==> config.mk <==
export PLATFORM = sky130hd
export DESIGN_NAME = owh_host_seq
export DESIGN_NICKNAME = d
export VERILOG_FILES = /design/src/rtl/owh_pkg.sv /design/src/rtl/owh_sync.sv /design/src/rtl/owh_stage_timer.sv /design/src/rtl/owh_seq.sv /design/src/rtl/owh_host_seq.sv
export SDC_FILE = /design/constraint.sdc
export NUM_CORES = 1
export LEC_CHECK = 0
export CAP_MARGIN = 20
export CORE_MARGIN = 2
export CORE_UTILIZATION = 52
export CTS_CLUSTER_DIAMETER = 30
export DETAILED_ROUTE_END_ITERATION = 16
export DONT_BUFFER_PORTS = 1
export MAX_ROUTING_LAYER = met4
export PLACE_DENSITY = 0.7
export SLEW_MARGIN = 20
export SYNTH_ARGS = -nofsm -noshare
export SYNTH_HDL_FRONTEND = slang
export SYNTH_SLANG_ARGS = --single-unit
==> constraint.sdc <==
create_clock -name clk -period 1.15 [get_ports clk]
set_input_delay 0.23 -clock clk [delete_from_list [all_inputs] [get_ports clk]]
set_output_delay 0.23 -clock clk [all_outputs]
set_load 0.01 [all_outputs]
==> src/rtl/owh_pkg.sv <==
package owh_pkg;

  typedef enum logic [1:0] {
    KIND_HI  = 2'd0,
    KIND_LO  = 2'd1,
    KIND_RST = 2'd2
  } slot_kind_e;

  typedef enum logic [1:0] {
    CMD_HI,
    CMD_LO,
    CMD_RST,
    CMD_OD
  } host_cmd_e;

  typedef enum logic [1:0] {
    ST_IDLE,
    ST_BUSY,
    ST_DONE,
    ST_HOLD
  } seq_state_e;

  function automatic host_cmd_e decode_cmd(input logic dat, input logic rsel);
    case ({dat, rsel})
      2'b11:   return CMD_HI;
      2'b01:   return CMD_LO;
      2'b10:   return CMD_RST;
      default: return CMD_OD;
    endcase
  endfunction

  function automatic slot_kind_e cmd_to_kind(input host_cmd_e c);
    case (c)
      CMD_LO:  return KIND_LO;
      CMD_RST: return KIND_RST;
      default: return KIND_HI;
    endcase
  endfunction

  function automatic int unsigned stage_cycles(input int unsigned clk_per_us,
                                               input int unsigned us);
    return clk_per_us * us;
  endfunction

endpackage

==> src/rtl/owh_sync.sv <==
module owh_sync #(
  parameter int unsigned W      = 3,
  parameter int unsigned STAGES = 2,
  parameter logic [W-1:0] RST_VAL = '1
) (
  input  logic         clk,
  input  logic         rst_n,
  input  logic [W-1:0] d_i,
  output logic [W-1:0] q_o
);
  logic [W-1:0] pipe [STAGES];

  always_ff @(posedge clk or negedge rst_n) begin
    if (!rst_n) pipe[0] <= RST_VAL;
    else        pipe[0] <= d_i;
  end

  for (genvar s = 1; s < STAGES; s++) begin : g_stage
    always_ff @(posedge clk or negedge rst_n) begin
      if (!rst_n) pipe[s] <= RST_VAL;
      else        pipe[s] <= pipe[s-1];
    end
  end

  assign q_o = pipe[STAGES-1];
endmodule

==> src/rtl/owh_stage_timer.sv <==
module owh_stage_timer #(
  parameter int unsigned LIMIT = 8,
  localparam int unsigned CW   = $clog2(LIMIT + 1)
) (
  input  logic clk,
  input  logic rst_n,
  input  logic clear_i,
  input  logic run_i,
  output logic window_o
);
  logic [CW-1:0] cnt;

  always_ff @(posedge clk or negedge rst_n) begin
    if (!rst_n)                                cnt <= '0;
    else if (clear_i)                          cnt <= '0;
    else if (run_i && (cnt < CW'(LIMIT)))      cnt <= cnt + 1'b1;
  end

  assign window_o = (cnt < CW'(LIMIT));
endmodule

==> src/rtl/owh_seq.sv <==
module owh_seq
  import owh_pkg::*;
(
  input  logic       clk,
  input  logic       rst_n,
  input  logic       en_s_i,
  input  logic       dat_s_i,
  input  logic       rsel_s_i,
  input  logic       aux1_i,
  input  logic       aux2_i,
  input  logic       eng_done_i,
  input  logic       eng_result_i,
  input  logic       stage_win_i,
  output logic       stage_clr_o,
  output logic       stage_run_o,
  output logic       stat1_o,
  output logic       stat2_o,
  output logic       eng_start_o,
  output logic [1:0] eng_kind_o,
  output logic       speed_o,
  output logic       fall_ev_o,
  output logic       rise_ev_o,
  output logic       query_ev_o,
  output logic       od_tog_ev_o,
  output logic       idle_o,
  output logic       busy_o
);
  seq_state_e state;
  slot_kind_e kind_q;
  host_cmd_e  cmd;
  logic en_prev, dat_prev, res_q, hold_low_q, od_q, start_q;

  assign cmd         = decode_cmd(dat_s_i, rsel_s_i);
  assign fall_ev_o   = en_prev & ~en_s_i;
  assign rise_ev_o   = ~en_prev & en_s_i;
  assign idle_o      = (state == ST_IDLE);
  assign busy_o      = (state == ST_BUSY);
  assign query_ev_o  = (state == ST_DONE) & dat_prev & ~dat_s_i;
  assign od_tog_ev_o = idle_o & fall_ev_o & (cmd == CMD_OD);

  always_ff @(posedge clk or negedge rst_n) begin
    if (!rst_n) begin
      en_prev  <= 1'b1;
      dat_prev <= 1'b1;
    end else begin
      en_prev  <= en_s_i;
      dat_prev <= dat_s_i;
    end
  end

  always_ff @(posedge clk or negedge rst_n) begin
    if (!rst_n) begin
      state      <= ST_IDLE;
      kind_q     <= KIND_HI;
      res_q      <= 1'b1;
      hold_low_q <= 1'b0;
      od_q       <= 1'b0;
      start_q    <= 1'b0;
    end else begin
      start_q <= 1'b0;
      case (state)
        ST_IDLE: begin
          if (fall_ev_o) begin
            if (cmd == CMD_OD) begin
              od_q       <= ~od_q;
              hold_low_q <= od_q;
              state      <= ST_HOLD;
            end else begin
              kind_q  <= cmd_to_kind(cmd);
              start_q <= 1'b1;
              state   <= ST_BUSY;
            end
          end
        end
        ST_BUSY: begin
          if (eng_done_i) begin
            res_q <= eng_result_i;
            state <= ST_DONE;
          end
        end
        ST_DONE: begin
          if (rise_ev_o) begin
            state <= ST_IDLE;
          end else if (query_ev_o) begin
            hold_low_q <= ~res_q;
            state      <= ST_HOLD;
          end
        end
        default: begin
          if (rise_ev_o) state <= ST_IDLE;
        end
      endcase
    end
  end

  always_comb begin
    stat1_o = aux1_i;
    stat2_o = aux2_i;
    case (state)
      ST_BUSY: begin
        stat1_o = 1'b0;
        stat2_o = (kind_q == KIND_RST) ? stage_win_i : 1'b0;
      end
      ST_HOLD: begin
        if (hold_low_q) begin
          stat1_o = 1'b0;
          stat2_o = 1'b0;
        end
      end
      default: ;
    endcase
  end

  assign stage_clr_o = ~busy_o;
  assign stage_run_o = busy_o & (kind_q == KIND_RST);
  assign eng_start_o = start_q;
  assign eng_kind_o  = kind_q;
  assign speed_o     = od_q;
endmodule

==> src/rtl/owh_host_seq.sv <==
module owh_host_seq
  import owh_pkg::*;
#(
  parameter int unsigned CLK_PER_US   = 4,
  parameter int unsigned RST_STAGE_US = 2,
  parameter int unsigned SYNC_STAGES  = 2
) (
  input  logic       clk,
  input  logic       rst_n,
  input  logic       en_n_i,
  input  logic       dat_i,
  input  logic       rsel_i,
  input  logic       aux1_i,
  input  logic       aux2_i,
  input  logic       eng_done_i,
  input  logic       eng_result_i,
  output logic       stat1_o,
  output logic       stat2_o,
  output logic       eng_start_o,
  output logic [1:0] eng_kind_o,
  output logic       speed_o
);
  localparam int unsigned STAGE_LEN = stage_cycles(CLK_PER_US, RST_STAGE_US);

  logic [2:0] sync_q;
  logic stage_clr, stage_run, stage_win;
  logic fall_ev, rise_ev, query_ev, od_tog_ev, idle_w, busy_w;

  owh_sync #(.W(3), .STAGES(SYNC_STAGES), .RST_VAL(3'b111)) u_sync (
    .clk  (clk),
    .rst_n(rst_n),
    .d_i  ({en_n_i, dat_i, rsel_i}),
    .q_o  (sync_q)
  );

  owh_stage_timer #(.LIMIT(STAGE_LEN)) u_timer (
    .clk     (clk),
    .rst_n   (rst_n),
    .clear_i (stage_clr),
    .run_i   (stage_run),
    .window_o(stage_win)
  );

  owh_seq u_seq (
    .clk         (clk),
    .rst_n       (rst_n),
    .en_s_i      (sync_q[2]),
    .dat_s_i     (sync_q[1]),
    .rsel_s_i    (sync_q[0]),
    .aux1_i      (aux1_i),
    .aux2_i      (aux2_i),
    .eng_done_i  (eng_done_i),
    .eng_result_i(eng_result_i),
    .stage_win_i (stage_win),
    .stage_clr_o (stage_clr),
    .stage_run_o (stage_run),
    .stat1_o     (stat1_o),
    .stat2_o     (stat2_o),
    .eng_start_o (eng_start_o),
    .eng_kind_o  (eng_kind_o),
    .speed_o     (speed_o),
    .fall_ev_o   (fall_ev),
    .rise_ev_o   (rise_ev),
    .query_ev_o  (query_ev),
    .od_tog_ev_o (od_tog_ev),
    .idle_o      (idle_w),
    .busy_o      (busy_w)
  );
endmodule

Yosys cells after proc, flatten, opt, wreduce, memory -nomap -nowiden
Index checks and enable logic that the tools add are counted.
Widths: inputs -> output; s select.
{ "totals": {"input_bits": 9, "elab_cells": 74, "register_bits": 20, "out_inout_bits": 6} }
{ "op_classes": {"n_eq_ne": 17, "bitwise_logic": 11, "magnitude_cmp": 1, "mux": 24, "n_reduce_logical": 9, "add_sub_neg": 1} }
{ "op_table": {"columns": ["operator", "count"], "rows": [
  ["$eq 2x2->1 const B", 7],
  ["$mux 2", 6],
  ["$pmux 2 s3", 2],
  ["$mux 1", 10],
  ["$ne 2x2->1 const B", 5],
  ["$mux 4", 2],
  ["$eq 2x1->1 const B", 3],
  ["$not 1->1", 6],
  ["$pmux 1 s2", 3],
  ["$reduce_and 3->1", 2],
  ["$and 1x1->1", 5],
  ["$reduce_and 5->1", 1],
  ["$add 4x1->4 const B", 1],
  ["$lt 4x4->1 const B", 1],
  ["$pmux 2 s2", 1],
  ["$reduce_and 4->1", 1],
  ["$reduce_bool 4->1", 1],
  ["$ne 3x3->1 const B", 1],
  ["$logic_not 2->1", 1],
  ["$ne 2x1->1 const B", 1],
  ["$reduce_and 2->1", 1],
  ["$reduce_bool 2->1", 1],
  ["$logic_and 1x1->1", 1]
]} }

Logic depth before layout (Yosys ltp)
{ "depth": {"depth_word": 6, "depth_mapped": 4, "ltp_nobuf": 4} }

Hierarchy
Synthesis repeated with hierarchy kept, for this count alone.
{ "unflattened": {"cells_unflattened": 80, "area_unflattened_um2": 963.4} }
{ "modules_own_cells": {"columns": ["module", "seq_area_each_um2", "area_per_inst_um2", "n_inst", "cells_each"], "rows": [
  ["owh_seq", 254.0, 589.3, 1, 54],
  ["owh_stage_timer", 100.1, 193.9, 1, 17],
  ["owh_sync", 157.7, 180.2, 1, 9]
]} }

Worst setup path after synthesis
OpenSTA, ideal clock, no wires.
{ "synth_timing": {"kind": "reg2out", "start": "register u_seq.kind_q[0] (netlist: u_seq.eng_kind_o[0])", "end": "output port stat2_o", "t_required_ps": 920, "n_path_buf": 0, "arrival_time_ps": 991, "stages_incl_launch_ff": 3, "setup_slack_ps": -71, "path_cell_list": "dfrtp_1 -> nor3b_2 -> a22o_1"} }
{ "synth_via": {"elab_chain_len": 3} }
{ "synth_rtl": {"columns": ["item", "line_no", "source"], "rows": [
  ["start: declaration", "owh_seq.sv:29", "slot_kind_e kind_q;"],
  ["start signal: assignment", "owh_seq.sv:69", "kind_q <= cmd_to_kind(cmd);"],
  ["$eq 2x2->1", "owh_seq.sv:102", "stat2_o = (kind_q == KIND_RST) ? stage_win_i : 1'b0;"],
  ["$mux 1", "owh_seq.sv:102", null],
  ["$pmux 1 s2", "owh_seq.sv:99", "case (state)"],
  ["end: declaration", "owh_host_seq.sv:18", "output logic stat2_o,"]
]} }
Every way passes these cells.

Worst setup path in the final report
{ "layout_timing": {"start": "register u_seq.state[1]", "end": "output port stat2_o"} }
{ "layout_via": {"elab_chain_len": 2, "elab_cells_between_ends": 3, "classes_between": "eq/ne: 2; mux: 1"} }
{ "layout_rtl": {"columns": ["item", "line_no", "source"], "rows": [
  ["start: declaration", "owh_seq.sv:28", "seq_state_e state;"],
  ["start signal: assignment", "owh_seq.sv:53", "state <= ST_IDLE;"],
  ["start signal: assignment", "owh_seq.sv:67", "state <= ST_HOLD;"],
  ["start signal: assignment", "owh_seq.sv:71", "state <= ST_BUSY;"],
  ["$eq 2x2->1 or $eq 2x1->1 (tied branches)", "owh_seq.sv:99", null],
  ["$pmux 1 s2 (*)", "owh_seq.sv:99", null]
]} }
Mark *: on every way between the ends. The rest lies on a longest branch, timed or not.

==> summary.txt <==
Route
  – Via count: 588
  – Detailed Routing Iterations Pass 1: 4
  – Post-Route WL: 1630 µm
  – Final ANT Viol Nets: 0
  – Detailed Route Iter0 Violations: 13
  – Vias per cell: 5.44
  – WL/cell: 15.1 µm
  – DRC viols: 0

STA
  – Final hold violation count: 0
  – Worst slew margin: 45.2%
  – Crit path time final: 1.40 ns
  – Final period util: 122%
  – RSZ-0062 raised after global routing: true
  – Fmax: 712 MHz
  – Worst slew pin tran: 0.822 ns
  – Final setup vio count: 12
  – Worst setup margin: -0.255 ns
  – Skew final: 0.00939 ns
  – Final Max Tran Viols: 0

Die
  – Die width: 43.6 µm
  – Boundary pin count: 15
  – Initial Util: 54.9%
  – Core area: 0.00149 mm²
  – Die Area: 0.00190 mm²
  – FP Rows: 14
  – Die H: 43.6 µm

Worst setup path
  – Data required, critical path: 0.92 ns
  – Critical path type: flip-flop to output pin
  – Critical Path End Type: output pin
  – R2R Path Start: u_seq.state[1]
  – Crit path from: u_seq.state[1]
  – Startpoint Class: flip-flop
  – Critical path arrival: 1.17 ns
  – Max Fanout on Critical Path: 3

Placement
  – Post-Place Setup Slack: -0.0696 ns
  – Final HPWL DP: 1050 µm
  – Final GP Congestion: 0.733
  – Port bufs: 0

Synthesis
  – Synth Area per Inst: 12.6 µm²
  – Cell variety after synth: 27
  – Synth Warn #: 0
  – Syn Inst Count: 65
  – Async set-reset flop share out of synthesis: 100%
  – Post-Syn Area: 817 µm²
  – Dominant synthesized flop cell: dfrtp_1
  – Syn_nets: 75
  – Seq/Total Area, Yosys: 62.6%
  – Post-synth EDFFs: 0
  – FF+latch count, synth: 20

Cells and area
  – Layout Utilization: 77.2%
  – Area grow syn2layout: 40.7%
  – Share of cells above drive strength 1: 59.8%
  – ANT cells: 0
  – Nets: 103

Run
  – Max_cap viols: 0

Run status
  – Violated checks: negative setup slack
  – Status: complete, but fails checks

Global routing
  – Grt total ovfl: 0
  – First-pass GRT wire length: 2440 µm
  – Number of global-route vias before repair: 567
  – Largest net degree at the start of global routing: 21
  – Initial antenna violation count: 0
  – Global Route Usage Sum: 18.4%

Clock network
  – Clock buffer depth: 2
  – CTS Buf Count: 3
  – H-Tree Depth: 1
  – Root buffer cell: clkbuf_4
  – Clk pin slew, worst setup/hold paths: 0.11 ns
  – CTS tree: done
  – Worst-skew pair later-pin latency: 0.29 ns
  – Clk sinks: 20

Power
  – Static Leak: 0.512 nW
  – VDD IR-drop max: 1.41 mV
  – Pwr dens: 2270 mW/mm²

Min path
  – Hold Crit Class: input port to async pin
final cells by class:
class	count	area (µm²)
flip-flops and latches	20	514
multi-input cells	44	382
fillers	94	339
repair buffers	23	204
clock buffers	4	26.3
well taps	16	20.0
inverters	1	3.75
sequential cells by signal (all words and copies together) (netlist names):
name and count:
u_seq.eng_kind_o 2, u_seq.speed_o 1, u_seq.state 2, u_seq.hold_low_q 1
u_timer.cnt 4, u_seq.en_prev 1, u_seq.eng_start_o 1, u_seq.dat_prev 1
u_sync.q_o 3, u_sync.pipe 3, u_seq.res_q 1
report_power, final:
group / internal, mW / switching (mW) / total (mW)
registers: 0.893 / 0.201 / 1.09
clock network: 0.135 / 0.198 / 0.333
logic: 0.699 / 0.484 / 1.18
total: 1.73 / 0.883 / 2.61
layout by cell type (no fill, tap or decap), drive strengths merged:
master,instances
nor2,5
dfstp,9
mux2,1
a41oi,1
and2,1
ha,1
nand2,7
a21oi,6
dlygate4sd3,3
nor3,1
nand2b,1
nor3b,2
nor4b,1
dfrtp,11
nand4,1
o21ai,2
xnor2,2
buf,19
mux2i,1
inv,1
a21o,1
nor2b,6
clkbuf,4
dlymetal6s4s,1
a22o,1
nand3,2
xor2,1
final timing paths:
| kind | to | slack [ns] | cells past startpoint |
|---|---|---|---|
| worst max-delay path | stat2_o | -0.25 | 3 |
| worst min register to register | u_sync.q_o[2] | 0.36 | 0 |
| max in group asynchronous | u_seq.state[1] | 0.50 | 1 |
| min in group clk | u_seq.res_q | 0.09 | 1 |
| worst min-delay path | u_timer.cnt[0] | 0.09 | 1 |
| worst max register to register | u_seq.eng_kind_o[0] | -0.16 | 5 |
critical path, stage by stage, from the launching register on:
cell and delay [ns]:
dfrtp_2 0.45, buf_6 0.14, nor2b_4 0.11, a22o_1 0.19
per-stage QoR:
step	cells	hold slack (ns)	area (µm²)	power, mW	TNS, ns
6_report	108	0.0852	1150	2.61	-1.53
5_1_grt	108	0.0853	1150	2.75	-2.04
4_1_cts	103	0.0867	1050	2.38	-1.19
3_5_place_dp	91	-0.0653	920	1.83	-0.252
3_3_place_gp	91	-0.0652	920	1.81	-0.119
2_1_floorplan	65	-0.0656	825	1.52	-0.00676
logic make-up (layout without fill, tap and decap cells):
logic type | count (synthesis) | after routing | share of synthesized area, %
AND/OR/NAND/NOR | 27 | 27 | 21.1
flip-flops | 20 | 20 | 62.6
AO/OA/AOI/OAI | 11 | 11 | 7.96
XOR/XNOR | 3 | 3 | 3.22
multiplexers | 2 | 2 | 3.06
adder cells (fa/ha/maj) | 1 | 1 | 1.53
buffers and inverters | 1 | 28 | 0.459
synth_stat cells, types with 2 or more instances:
library cell | n | share of area, %
a21oi_1 | 6 | 3.7
dfrtp_1 | 11 | 34
dfstp_2 | 9 | 29
nand2_1 | 5 | 2.3
nand2_2 | 2 | 1.5
nand3_1 | 2 | 1.2
nor2_1 | 5 | 2.3
nor2b_1 | 5 | 3.8
xnor2_1 | 2 | 2.1
timing repair:
| action | CTS | global route |
|---|---|---|
| setup buffers | 4 | 5 |
| gates cloned | 0 | 0 |
| resized for setup | 10 | 15 |
| pin swaps | 10 | 11 |
| hold buffers | 4 | 0 |
| hold endpoints to repair | 23 | 0 |
| endpoints found under the setup margin | 9 | 25 |
routing by layer:
layer	routed length (µm)	track usage, %	share of wire, %	vias to the layer above
li1	-	-	-	278
met5	0	-	0	-
met1	690	23.0	42	292
met3	57	2.50	3.5	4
met2	860	30.3	53	14
met4	25	7.27	1.5	0
Note: power is estimated with default switching activity, not from simulation.
